--- src/rtl/isq_pkg.sv ---
package isq_pkg;

   typedef enum logic [3:0] {
      OP_NONE,
      OP_RESET,
      OP_NMI,
      OP_IRQ,
      OP_BRK,
      OP_JSR,
      OP_RTS,
      OP_RTI,
      OP_PHP
   } isq_op_e;

endpackage

--- src/rtl/isq_nmi_latch.sv ---
module isq_nmi_latch #(
   parameter bit EDGE_MODE = 1'b1
) (
   input  logic clk,
   input  logic rst_n,
   input  logic nmi_in,
   input  logic clear,
   output logic pend
);

   logic set_req;

   generate
      if (EDGE_MODE) begin : g_edge
         logic prev_q;
         always_ff @(posedge clk or negedge rst_n) begin
            if (!rst_n) prev_q <= 1'b0;
            else        prev_q <= nmi_in;
         end
         assign set_req = nmi_in & ~prev_q;
      end else begin : g_level
         assign set_req = nmi_in;
      end
   endgenerate

   // a new request wins over a clear in the same cycle
   always_ff @(posedge clk or negedge rst_n) begin
      if (!rst_n)       pend <= 1'b0;
      else if (set_req) pend <= 1'b1;
      else if (clear)   pend <= 1'b0;
   end

endmodule

--- src/rtl/isq_stack_ptr.sv ---
module isq_stack_ptr #(
   parameter int                DATA_W    = 8,
   parameter logic [DATA_W-1:0] RESET_VAL = 8'hFD
) (
   input  logic              clk,
   input  logic              rst_n,
   input  logic              push,
   input  logic              pop,
   output logic [DATA_W-1:0] sp
);

   always_ff @(posedge clk or negedge rst_n) begin
      if (!rst_n)    sp <= RESET_VAL;
      else if (push) sp <= sp - 1'b1;
      else if (pop)  sp <= sp + 1'b1;
   end

endmodule

--- src/rtl/isq_arbiter.sv ---
module isq_arbiter
   import isq_pkg::*;
(
   input  logic    idle,
   input  logic    last_cycle,
   input  logic    nmi_pend,
   input  logic    irq,
   input  logic    idis,
   input  logic    req_brk,
   input  logic    req_jsr,
   input  logic    req_rts,
   input  logic    req_rti,
   input  logic    req_php,
   output isq_op_e pick
);

   always_comb begin
      pick = OP_NONE;
      if (idle) begin
         if (last_cycle && nmi_pend)              pick = OP_NMI;
         else if (last_cycle && irq && !idis)     pick = OP_IRQ;
         else if (req_brk)                        pick = OP_BRK;
         else if (req_jsr)                        pick = OP_JSR;
         else if (req_rts)                        pick = OP_RTS;
         else if (req_rti)                        pick = OP_RTI;
         else if (req_php)                        pick = OP_PHP;
      end
   end

endmodule

--- src/rtl/irq_stack_seq.sv ---
module irq_stack_seq
   import isq_pkg::*;
#(
   parameter int                DATA_W       = 8,
   parameter int                ADDR_W       = 16,
   parameter logic [DATA_W-1:0] STACK_PAGE   = 8'h01,
   parameter logic [DATA_W-1:0] RESET_SP     = 8'hFD,
   parameter logic [DATA_W-1:0] RESET_STATUS = 8'h34,
   parameter logic [ADDR_W-1:0] VEC_NMI      = 16'hFFFA,
   parameter logic [ADDR_W-1:0] VEC_RST      = 16'hFFFC,
   parameter logic [ADDR_W-1:0] VEC_IRQ      = 16'hFFFE,
   parameter int                RST_LEAD     = 4,
   parameter int                IDIS_BIT     = 2,
   parameter int                BRK_BIT      = 4,
   parameter int                ONE_BIT      = 5,
   parameter bit                NMI_EDGE     = 1'b1
) (
   input  logic              clk,
   input  logic              rst_n,
   input  logic              nmi,
   input  logic              irq,
   input  logic              last_cycle,
   input  logic              op_brk,
   input  logic              op_jsr,
   input  logic              op_rts,
   input  logic              op_rti,
   input  logic              op_php,
   input  logic [ADDR_W-1:0] jsr_target,
   input  logic              stat_we,
   input  logic [DATA_W-1:0] stat_wdata,
   output logic [ADDR_W-1:0] mem_addr,
   output logic [DATA_W-1:0] mem_wdata,
   output logic              mem_we,
   input  logic [DATA_W-1:0] mem_rdata,
   output logic [ADDR_W-1:0] pc,
   output logic [DATA_W-1:0] sp,
   output logic [DATA_W-1:0] status,
   output logic              busy
);

   localparam int STEP_N = (RST_LEAD + 3 > 6) ? RST_LEAD + 3 : 6;
   localparam int STEP_W = $clog2(STEP_N);
   localparam logic [STEP_W-1:0] S0    = STEP_W'(0);
   localparam logic [STEP_W-1:0] S1    = STEP_W'(1);
   localparam logic [STEP_W-1:0] S2    = STEP_W'(2);
   localparam logic [STEP_W-1:0] S3    = STEP_W'(3);
   localparam logic [STEP_W-1:0] S4    = STEP_W'(4);
   localparam logic [STEP_W-1:0] S5    = STEP_W'(5);
   localparam logic [STEP_W-1:0] R_LO  = STEP_W'(RST_LEAD);
   localparam logic [STEP_W-1:0] R_HI  = STEP_W'(RST_LEAD + 1);
   localparam logic [STEP_W-1:0] R_END = STEP_W'(RST_LEAD + 2);
   localparam logic [DATA_W-1:0] IDIS_M = DATA_W'(1) << IDIS_BIT;
   localparam logic [DATA_W-1:0] BRK_M  = DATA_W'(1) << BRK_BIT;
   localparam logic [DATA_W-1:0] ONE_M  = DATA_W'(1) << ONE_BIT;

   generate
      if (ADDR_W != 2 * DATA_W) begin : g_bad_addr
         $error("ADDR_W must be twice DATA_W");
      end
      if (DATA_W < 6 || IDIS_BIT >= DATA_W || BRK_BIT >= DATA_W || ONE_BIT >= DATA_W) begin : g_bad_bits
         $error("status bit positions exceed DATA_W");
      end
      if (RST_LEAD < 0) begin : g_bad_lead
         $error("RST_LEAD must be non-negative");
      end
   endgenerate

   isq_op_e             op, pick;
   logic [STEP_W-1:0]   step;
   logic [DATA_W-1:0]   lo_buf;
   logic                push, pop, finish, nmi_pend, nmi_clr;
   logic [ADDR_W-1:0]   pc_m1, vec_base;
   logic [DATA_W-1:0]   sp_up, stat_hw, stat_sw;

   assign busy     = (op != OP_NONE);
   assign pc_m1    = pc - 1'b1;
   assign sp_up    = sp + 1'b1;
   assign vec_base = (op == OP_NMI) ? VEC_NMI : VEC_IRQ;
   assign stat_hw  = status & ~BRK_M;
   assign stat_sw  = status | BRK_M | ONE_M;
   assign nmi_clr  = (pick == OP_NMI);

   isq_nmi_latch #(.EDGE_MODE(NMI_EDGE)) u_nmi (
      .clk    (clk),
      .rst_n  (rst_n),
      .nmi_in (nmi),
      .clear  (nmi_clr),
      .pend   (nmi_pend)
   );

   isq_stack_ptr #(.DATA_W(DATA_W), .RESET_VAL(RESET_SP)) u_sp (
      .clk   (clk),
      .rst_n (rst_n),
      .push  (push),
      .pop   (pop),
      .sp    (sp)
   );

   isq_arbiter u_arb (
      .idle       (!busy),
      .last_cycle (last_cycle),
      .nmi_pend   (nmi_pend),
      .irq        (irq),
      .idis       (status[IDIS_BIT]),
      .req_brk    (op_brk),
      .req_jsr    (op_jsr),
      .req_rts    (op_rts),
      .req_rti    (op_rti),
      .req_php    (op_php),
      .pick       (pick)
   );

   // memory port and stack pointer control for the current step
   always_comb begin
      mem_addr  = pc;
      mem_wdata = '0;
      mem_we    = 1'b0;
      push      = 1'b0;
      pop       = 1'b0;
      finish    = 1'b0;
      unique case (op)
         OP_RESET: begin
            if (step == R_LO)  mem_addr = VEC_RST;
            if (step == R_HI)  mem_addr = VEC_RST + 1'b1;
            if (step == R_END) finish   = 1'b1;
         end
         OP_NMI, OP_IRQ, OP_BRK: begin
            case (step)
               S0: begin
                  mem_we = 1'b1; push = 1'b1; mem_addr = {STACK_PAGE, sp};
                  mem_wdata = pc[ADDR_W-1:DATA_W];
               end
               S1: begin
                  mem_we = 1'b1; push = 1'b1; mem_addr = {STACK_PAGE, sp};
                  mem_wdata = pc[DATA_W-1:0];
               end
               S2: begin
                  mem_we = 1'b1; push = 1'b1; mem_addr = {STACK_PAGE, sp};
                  mem_wdata = (op == OP_BRK) ? stat_sw : stat_hw;
               end
               S3:      mem_addr = vec_base;
               S4:      mem_addr = vec_base + 1'b1;
               default: finish   = 1'b1;
            endcase
         end
         OP_JSR: begin
            mem_we = 1'b1; push = 1'b1; mem_addr = {STACK_PAGE, sp};
            if (step == S0) mem_wdata = pc_m1[ADDR_W-1:DATA_W];
            else begin
               mem_wdata = pc_m1[DATA_W-1:0];
               finish    = 1'b1;
            end
         end
         OP_RTS: begin
            if (step == S2) finish = 1'b1;
            else begin
               pop = 1'b1; mem_addr = {STACK_PAGE, sp_up};
            end
         end
         OP_RTI: begin
            if (step == S3) finish = 1'b1;
            else begin
               pop = 1'b1; mem_addr = {STACK_PAGE, sp_up};
            end
         end
         OP_PHP: begin
            mem_we = 1'b1; push = 1'b1; finish = 1'b1;
            mem_addr = {STACK_PAGE, sp}; mem_wdata = stat_sw;
         end
         default: ;
      endcase
   end

   always_ff @(posedge clk or negedge rst_n) begin
      if (!rst_n) begin
         op     <= OP_RESET;
         step   <= '0;
         pc     <= '0;
         lo_buf <= '0;
         status <= RESET_STATUS;
      end else if (op == OP_NONE) begin
         if (stat_we) status <= stat_wdata;
         if (pick != OP_NONE) begin
            op   <= pick;
            step <= '0;
            if (pick == OP_BRK) pc <= pc + 1'b1;
         end
      end else begin
         step <= step + 1'b1;
         case (op)
            OP_RESET: begin
               if (step == R_HI)  lo_buf <= mem_rdata;
               if (step == R_END) pc     <= {mem_rdata, lo_buf};
            end
            OP_NMI, OP_IRQ, OP_BRK: begin
               if (step == S2 && op != OP_NMI) status <= status | IDIS_M;
               if (step == S4) lo_buf <= mem_rdata;
               if (step == S5) pc     <= {mem_rdata, lo_buf};
            end
            OP_JSR: if (step == S1) pc <= jsr_target;
            OP_RTS: begin
               if (step == S1) lo_buf <= mem_rdata;
               if (step == S2) pc     <= {mem_rdata, lo_buf} + 1'b1;
            end
            OP_RTI: begin
               if (step == S1) status <= mem_rdata | BRK_M | ONE_M;
               if (step == S2) lo_buf <= mem_rdata;
               if (step == S3) pc     <= {mem_rdata, lo_buf};
            end
            default: ;
         endcase
         if (finish) begin
            op   <= OP_NONE;
            step <= '0;
         end
      end
   end

endmodule

--- config.mk ---
export PLATFORM = sky130hd
export DESIGN_NAME = irq_stack_seq
export DESIGN_NICKNAME = d
export VERILOG_FILES = /design/src/rtl/isq_pkg.sv /design/src/rtl/isq_nmi_latch.sv /design/src/rtl/isq_stack_ptr.sv /design/src/rtl/isq_arbiter.sv /design/src/rtl/irq_stack_seq.sv
export SDC_FILE = /design/constraint.sdc
export NUM_CORES = 1
export LEC_CHECK = 0
export ABC_AREA = 1
export CAP_MARGIN = 0
export CELL_PAD_IN_SITES_DETAIL_PLACEMENT = 1
export CELL_PAD_IN_SITES_GLOBAL_PLACEMENT = 1
export CORE_MARGIN = 2
export CORE_UTILIZATION = 30
export CTS_CLUSTER_SIZE = 20
export DETAILED_ROUTE_END_ITERATION = 7
export PLACE_DENSITY = 0.68
export SYNTH_ARGS = -nofsm -noshare
export SYNTH_HDL_FRONTEND = slang
export SYNTH_SLANG_ARGS = --single-unit
export TNS_END_PERCENT = 5
--- constraint.sdc ---
create_clock -name clk -period 2.9 [get_ports clk]
set_input_delay 0.435 -clock clk [delete_from_list [all_inputs] [get_ports clk]]
set_output_delay 0.435 -clock clk [all_outputs]
set_load 0.02 [all_outputs]
==> results of run 1 <==
-- stage by stage --
stage	cell area [um^2]	total power, mW	hold slack (ns)	setup TNS [ns]	util (%)
after floorplan	5170	5.585	0.1394	0	-
after global placement	6564	8.093	0.4077	0	39.30
after detailed placement	6564	8.194	0.4188	0	39.30
after CTS	6701	8.705	0.3519	-0.3235	40.13
after global routing	6759	9.478	0.3939	-0.3301	40.47
final	6759	8.711	0.3032	-0.04812	40.47
-- critical path: stages (launching register included) --
cell             delay (ns)
dfrtp_2                0.44
inv_1                  0.09
ha_1                   0.17
inv_1                  0.10
nor2_4                 0.17
inv_1                  0.20
o221ai_1               0.22
nand2_1                0.07
nand3_1                0.12
clkdlybuf4s50_1        0.61
-- layer usage --
metal | GRT usage (%) | vias up
met4 | 5.208 | 0
met1 | 33.38 | 2836
met5 | 0 | -
met3 | 2.731 | 20
li1 | - | 3023
met2 | 36.58 | 140
-- sequential cells by signal, summed over array words and instances (netlist names) --
name,count
u_sp.sp,8
op,4
u_nmi.pend,1
status,8
u_nmi.g_edge.prev_q,1
pc,16
step,3
lo_buf,8
-- report_power, final --
| part | switching (mW) | internal (mW) | leakage, nW | total [mW] |
|---|---|---|---|---|
| logic | 4.16 | 2.37 | 2.63 | 6.53 |
| registers | 0.468 | 1.06 | 0.590 | 1.53 |
| clock network | 0.318 | 0.328 | 0.0708 | 0.646 |
-- area by class of cell --
type / instances / area share (%)
inverter: 90 / 5.109
clock buffer: 5 / 1.851
sequential: 49 / 18.38
multi-input combinational: 678 / 50.67
clock inverter: 3 / 0.3702
tap: 220 / 4.073
timing repair buffer: 145 / 19.55
-- what timing repair did --
| item | CTS | global route |
|---|---|---|
| cloned | 0 | 0 |
| setup endpoints to repair | 23 | 21 |
| resized for setup | 25 | 27 |
| setup buffers | 0 | 1 |
| pin swaps | 1 | 1 |
-- kinds of logic (layout without fill, tap and decap cells) --
| logic type | count (synthesis) | count (layout) | synth area share, % |
|---|---|---|---|
| AO/OA/AOI/OAI | 140 | 140 | 17.04 |
| flip-flops | 49 | 49 | 23.98 |
| adder cells (fa/ha/maj) | 10 | 10 | 2.420 |
| XOR/XNOR | 11 | 11 | 1.863 |
| multiplexers | 5 | 5 | 1.089 |
| AND/OR/NAND/NOR | 512 | 512 | 43.01 |
| buffers and inverters | 124 | 243 | 10.60 |
-- path summary, 6_finish.rpt --
kind                       slack, ns  cells past startpoint                            end                          start
min                             0.30                      1  u_nmi.g_edge.prev_q$_DFF_PN0_                          rst_n
min reg2reg                     0.42                      1         u_nmi.pend$_DFFE_PN0P_  u_nmi.g_edge.prev_q$_DFF_PN0_
max in group asynchronous       1.82                      2         u_sp.sp[2]$_DFFE_PN1P_                          rst_n
min in group clk                0.42                      1         u_nmi.pend$_DFFE_PN0P_  u_nmi.g_edge.prev_q$_DFF_PN0_
max                            -0.05                      9                   mem_wdata[6]            step[1]$_DFFE_PN0P_
max reg2reg                     0.61                     11              pc[0]$_DFFE_PN0P_            step[1]$_DFFE_PN0P_
-- placed cells by master, fill, tap and decap left out, types with 4 or more instances in the layout --
cell type	n
nor2_2	5
clkdlybuf4s15_1	5
o211ai_1	13
clkdlybuf4s50_1	75
dlymetal6s2s_1	4
clkbuf_16	5
nor2_4	6
nand4_1	14
xor2_1	11
o221ai_1	9
a21oi_1	28
inv_1	82
dfstp_2	11
buf_4	43
dlygate4sd2_1	12
mux2_2	5
nand3_1	82
ha_1	10
o21ai_2	8
nor3_1	13
nand2_1	296
inv_2	5
o21ai_0	60
nor2_1	73
dfrtp_1	36
nand2_2	7
nand3_2	6
-- cell usage after synthesis (8+ instances only) --
| library cell | count | area (um^2) |
|---|---|---|
| nor3_1 | 13 | 65.06 |
| nor2_1 | 75 | 281.5 |
| o21ai_2 | 8 | 70.07 |
| o211ai_1 | 13 | 97.59 |
| a21oi_1 | 29 | 145.1 |
| xor2_1 | 11 | 96.34 |
| inv_1 | 83 | 311.6 |
| o21ai_0 | 61 | 305.3 |
| dfrtp_1 | 38 | 950.9 |
| ha_1 | 10 | 125.1 |
| clkbuf_1 | 13 | 48.80 |
| nand4_1 | 14 | 87.58 |
| dfstp_2 | 11 | 289.0 |
| buf_2 | 10 | 50.05 |
| nand3_1 | 83 | 415.4 |
| o221ai_1 | 9 | 78.83 |
| nand2_1 | 297 | 1115 |
==> flow_summary.yaml, run 1 <==
final_layout:
  finalNonFillerCells: 1190
  area_growth_pct: 30.74
  n_antenna_cell: 0
  seq_area_um2: 1242
  nFillCells: 2240
  layout.nets: 1022
  multiInputGateArea_um2: 3425
  drive_above_1_share_pct: 13.20
routing:
  highest_layer: "met4"
  dr_wl_met2_um: 9250
  viasPerCell: 5.058
  wl_um: 20490
  first_pass_iters: 4
  wl_met3_um: 841
  wl_met1_um: 10110
  remaining_drc_errors: 0
  avgRoutedWirePerCell_um: 17.22
  drtIter0Drc: 271
  via_count: 6019
  ant_nets: 0
timing:
  max_slew_margin_pct: 29.85
  final.period_utilization_pct: 101.7
  maxSlewViolCount: 0
  fin_skew_ns: 0.006383
  finalSetupViolations: 1
  fmax_mhz: 339.2
  fin_ws_ns: -0.04812
  timing.final.crit_period_ns: 2.948
  finalHoldViolCount: 0
  rsz0062_at_grt: "yes"
  worst_pin_slew_ns: 1.052
floorplan:
  placementRows: 47
  dieHeight_um: 135.3
  io_pins: 101
  initial_utilization_pct: 30.96
  die_area_um2: 18300
  core_um2: 16700
  die_x_um: 135.3
cts:
  cts_sinks: 49
  cts_max_path_buffers: 2
  cts_root_buf: "clkbuf_16"
  ctsHoldBuffers: 0
  clk_transition_reported_paths_ns: 0.08
  numCtsBuffers: 5
  h-tree-depth: 2
  clkLatencyLatePin_ns: 0.31
  cts_tree: "built"
placed_design:
  gp_congestion: 0.8917
  port_buffers: 100
  dp_slack_ns: 0.1147
  dpl.hpwl_um: 16320
  dp_cells: 1181
worst_setup_path:
  cp-start-kind: "flop"
  required_ns: 2.47
  crit_fanout: 8
  crit_type: "flop to output port"
  worst_setup_path_end_kind: "output port"
  arrival_ns: 2.51
logic_synthesis:
  synth_nets: 904
  synthArstFlopShare_pct: 100.0
  synth_flop_cell: "dfrtp_1"
  syn_area_per_cell_um2: 6.075
  synth-seq-cells: 49
  synthesis.area_um2: 5170
  synth_cell_types: 43
  syn_inst: 851
  ys_warn_count: 0
  synth_edf_count: 0
  yosysSeqAreaShare_pct: 23.98
global_routing:
  antenna_found_initial: 0
  grt_pass1_vias: 6005
  grt_max_degree: 44
  grt_pass1_wl_um: 32950
  grtUsageTotal_pct: 23.00
  grt.overflow.total: 0
run_status:
  status: "finished with violations"
  violations: "negative setup slack"
power:
  p_leak_nw: 3.292
  ir_drop_uv: 445.0
  powerDensity_nw_per_um2: 1289
hold_path:
  min_path_type: "input port to async pin"
run:
  cap_violations: 0
Power figures use the tool's default switching activity.
==> run 2, diff against run 1 <==
--- a/config.mk
+++ b/config.mk
@@ -6,7 +6,7 @@
 export NUM_CORES = 1
 export LEC_CHECK = 0
 export ABC_AREA = 1
-export CAP_MARGIN = 0
+export CAP_MARGIN = 20
 export CELL_PAD_IN_SITES_DETAIL_PLACEMENT = 1
 export CELL_PAD_IN_SITES_GLOBAL_PLACEMENT = 1
 export CORE_MARGIN = 2
==> run 2 against run 1 <==
Against the previous run: the flow finishes with violations (negative hold slack, negative setup slack); sequential power about the same; maximum frequency increased by 0.46%; worst setup slack improved by 0.013 ns; highest routed layer unchanged.
==> flow_summary.yaml, run 2 (synthesis gave the netlist of run 1 again) <==
run_status:
  status: "finished with violations"
  violations: "negative hold slack, negative setup slack"
final_layout:
  n_antenna_cell: 0
  mostFrequentLayoutCells: "nand2_1 (296), inv_1 (82), nand3_1 (82)"
  final_common_cell: "nand2_1"
  top_register: "pc"
  fin_util_pct: 40.59
  nFillCells: 2238
  area_growth_pct: 31.12
  layout.nets: 1023
  drive_above_1_share_pct: 13.29
  largest_register_ffs: 16
  seq_area_um2: 1242
  multiInputGateArea_um2: 3425
timing:
  rsz0062_at_grt: "yes"
  finalHoldViolCount: 7
  fin_skew_ns: 0.006301
  fin_hold_ws_ns: -0.003159
  maxSlewViolCount: 0
  timing.final.crit_period_ns: 2.935
  finalSetupViolations: 1
  final.period_utilization_pct: 101.2
  worst_pin_slew_ns: 0.4454
  fmax_mhz: 340.8
  max_slew_margin_pct: 69.99
  fin_ws_ns: -0.03463
routing:
  ant_nets: 0
  avgRoutedWirePerCell_um: 17.22
  remaining_drc_errors: 0
  wl_um: 20510
  via_count: 6015
  first_pass_iters: 5
  drtIter0Drc: 317
  viasPerCell: 5.050
power:
  total_power_mw: 8.713
  ir_drop_uv: 444.6
  seq_power_share_pct: 17.6
  power.switching_mw: 4.946
  p_leak_nw: 3.301
  p_comb_share_pct: 75.0
  powerDensity_nw_per_um2: 1285
  p_clk_share_pct: 7.4
  swShare_pct: 56.77
  intPower_mw: 3.767
worst_setup_path:
  crit_type: "flop to output port"
  arrival_ns: 2.50
  worst_setup_path_end_kind: "output port"
  cp-start-kind: "flop"
  required_ns: 2.47
  crit_fanout: 8
  r2r_start: "step[1]$_DFFE_PN0P_"
  cp-startpoint: "step[1]$_DFFE_PN0P_"
floorplan:
  initial_utilization_pct: 30.96
  core_um2: 16700
  die_x_um: 135.3
  placementRows: 47
  die_area_um2: 18300
  dieHeight_um: 135.3
  io_pins: 101
cts:
  cts_max_path_buffers: 2
  cts_sinks: 49
  cts_root_buf: "clkbuf_16"
  numCtsBuffers: 5
  cts_tree: "built"
  h-tree-depth: 2
  clkLatencyLatePin_ns: 0.31
  ctsHoldBuffers: 0
  clk_transition_reported_paths_ns: 0.08
placed_design:
  dp_slack_ns: 0.1147
  dpl.hpwl_um: 16320
  gp_congestion: 0.8917
  port_buffers: 100
global_routing:
  grt.overflow.total: 0
  grt_max_degree: 44
  grtUsageTotal_pct: 23.00
  grt_pass1_vias: 6005
  antenna_found_initial: 0
  grt_pass1_wl_um: 32950
hold_path:
  min_path_type: "input port to async pin"
run:
  cap_violations: 0
run 2: power groups by stage:
stage / Combinational [mW] / Sequential [mW] / Clock (mW)
2_1_floorplan: 3.99 / 1.59 / 0
3_3_place_gp: 6.56 / 1.53 / 0
4_1_cts: 6.52 / 1.53 / 0.660
5_1_grt: 7.19 / 1.60 / 0.694
6_report: 6.53 / 1.53 / 0.646
3_5_place_dp: 6.66 / 1.54 / 0
run 2: final timing paths:
kind                                                  to  slack (ns)  cells after the start
max                                         mem_wdata[6]       -0.03                      9
max reg2reg                            pc[0]$_DFFE_PN0P_        0.63                     11
min in group clk                  u_nmi.pend$_DFFE_PN0P_        0.42                      1
min                        u_nmi.g_edge.prev_q$_DFF_PN0_      -0.003                      1
max in group asynchronous          status[2]$_DFFE_PN1P_        2.36                      2
min reg2reg                       u_nmi.pend$_DFFE_PN0P_        0.42                      1
run 2: repair_timing:
item,CTS,global route
pin swaps,1,1
gates resized for setup,25,27
endpoints found under the setup margin,23,21
buffers inserted,0,1
run 2: worst max-delay path, cell delays in order (launching register included):
cell,delay (ns)
dfrtp_2,0.44
inv_1,0.09
ha_1,0.17
inv_1,0.10
nor2_4,0.17
inv_1,0.20
o221ai_1,0.21
nand2_1,0.07
nand3_1,0.12
clkdlybuf4s50_1,0.61
run 2: metal layers:
layer | part of all wire, % | global-route usage (%)
met5 | 0 | 0
met4 | 1.3 | 5.208
met3 | 3.5 | 2.731
met2 | 46 | 36.58
met1 | 50 | 33.38
run 2: final cells by class:
| cell class | instances | area share, % |
|---|---|---|
| clock buffer | 5 | 1.846 |
| clock inverter | 3 | 0.3691 |
| inverter | 90 | 5.094 |
| multi-input combinational | 678 | 50.52 |
| sequential | 49 | 18.33 |
| tap | 220 | 4.061 |
| timing repair buffer | 146 | 19.79 |
run 2: per-stage QoR:
step / setup TNS (ns) / std cells / area [um^2]
after floorplan: 0 / 851 / 5170
after global placement: 0 / 1181 / 6564
after detailed placement: 0 / 1181 / 6564
after CTS: -0.3235 / 1189 / 6701
after global routing: -0.3301 / 1191 / 6779
final: -0.03463 / 1191 / 6779
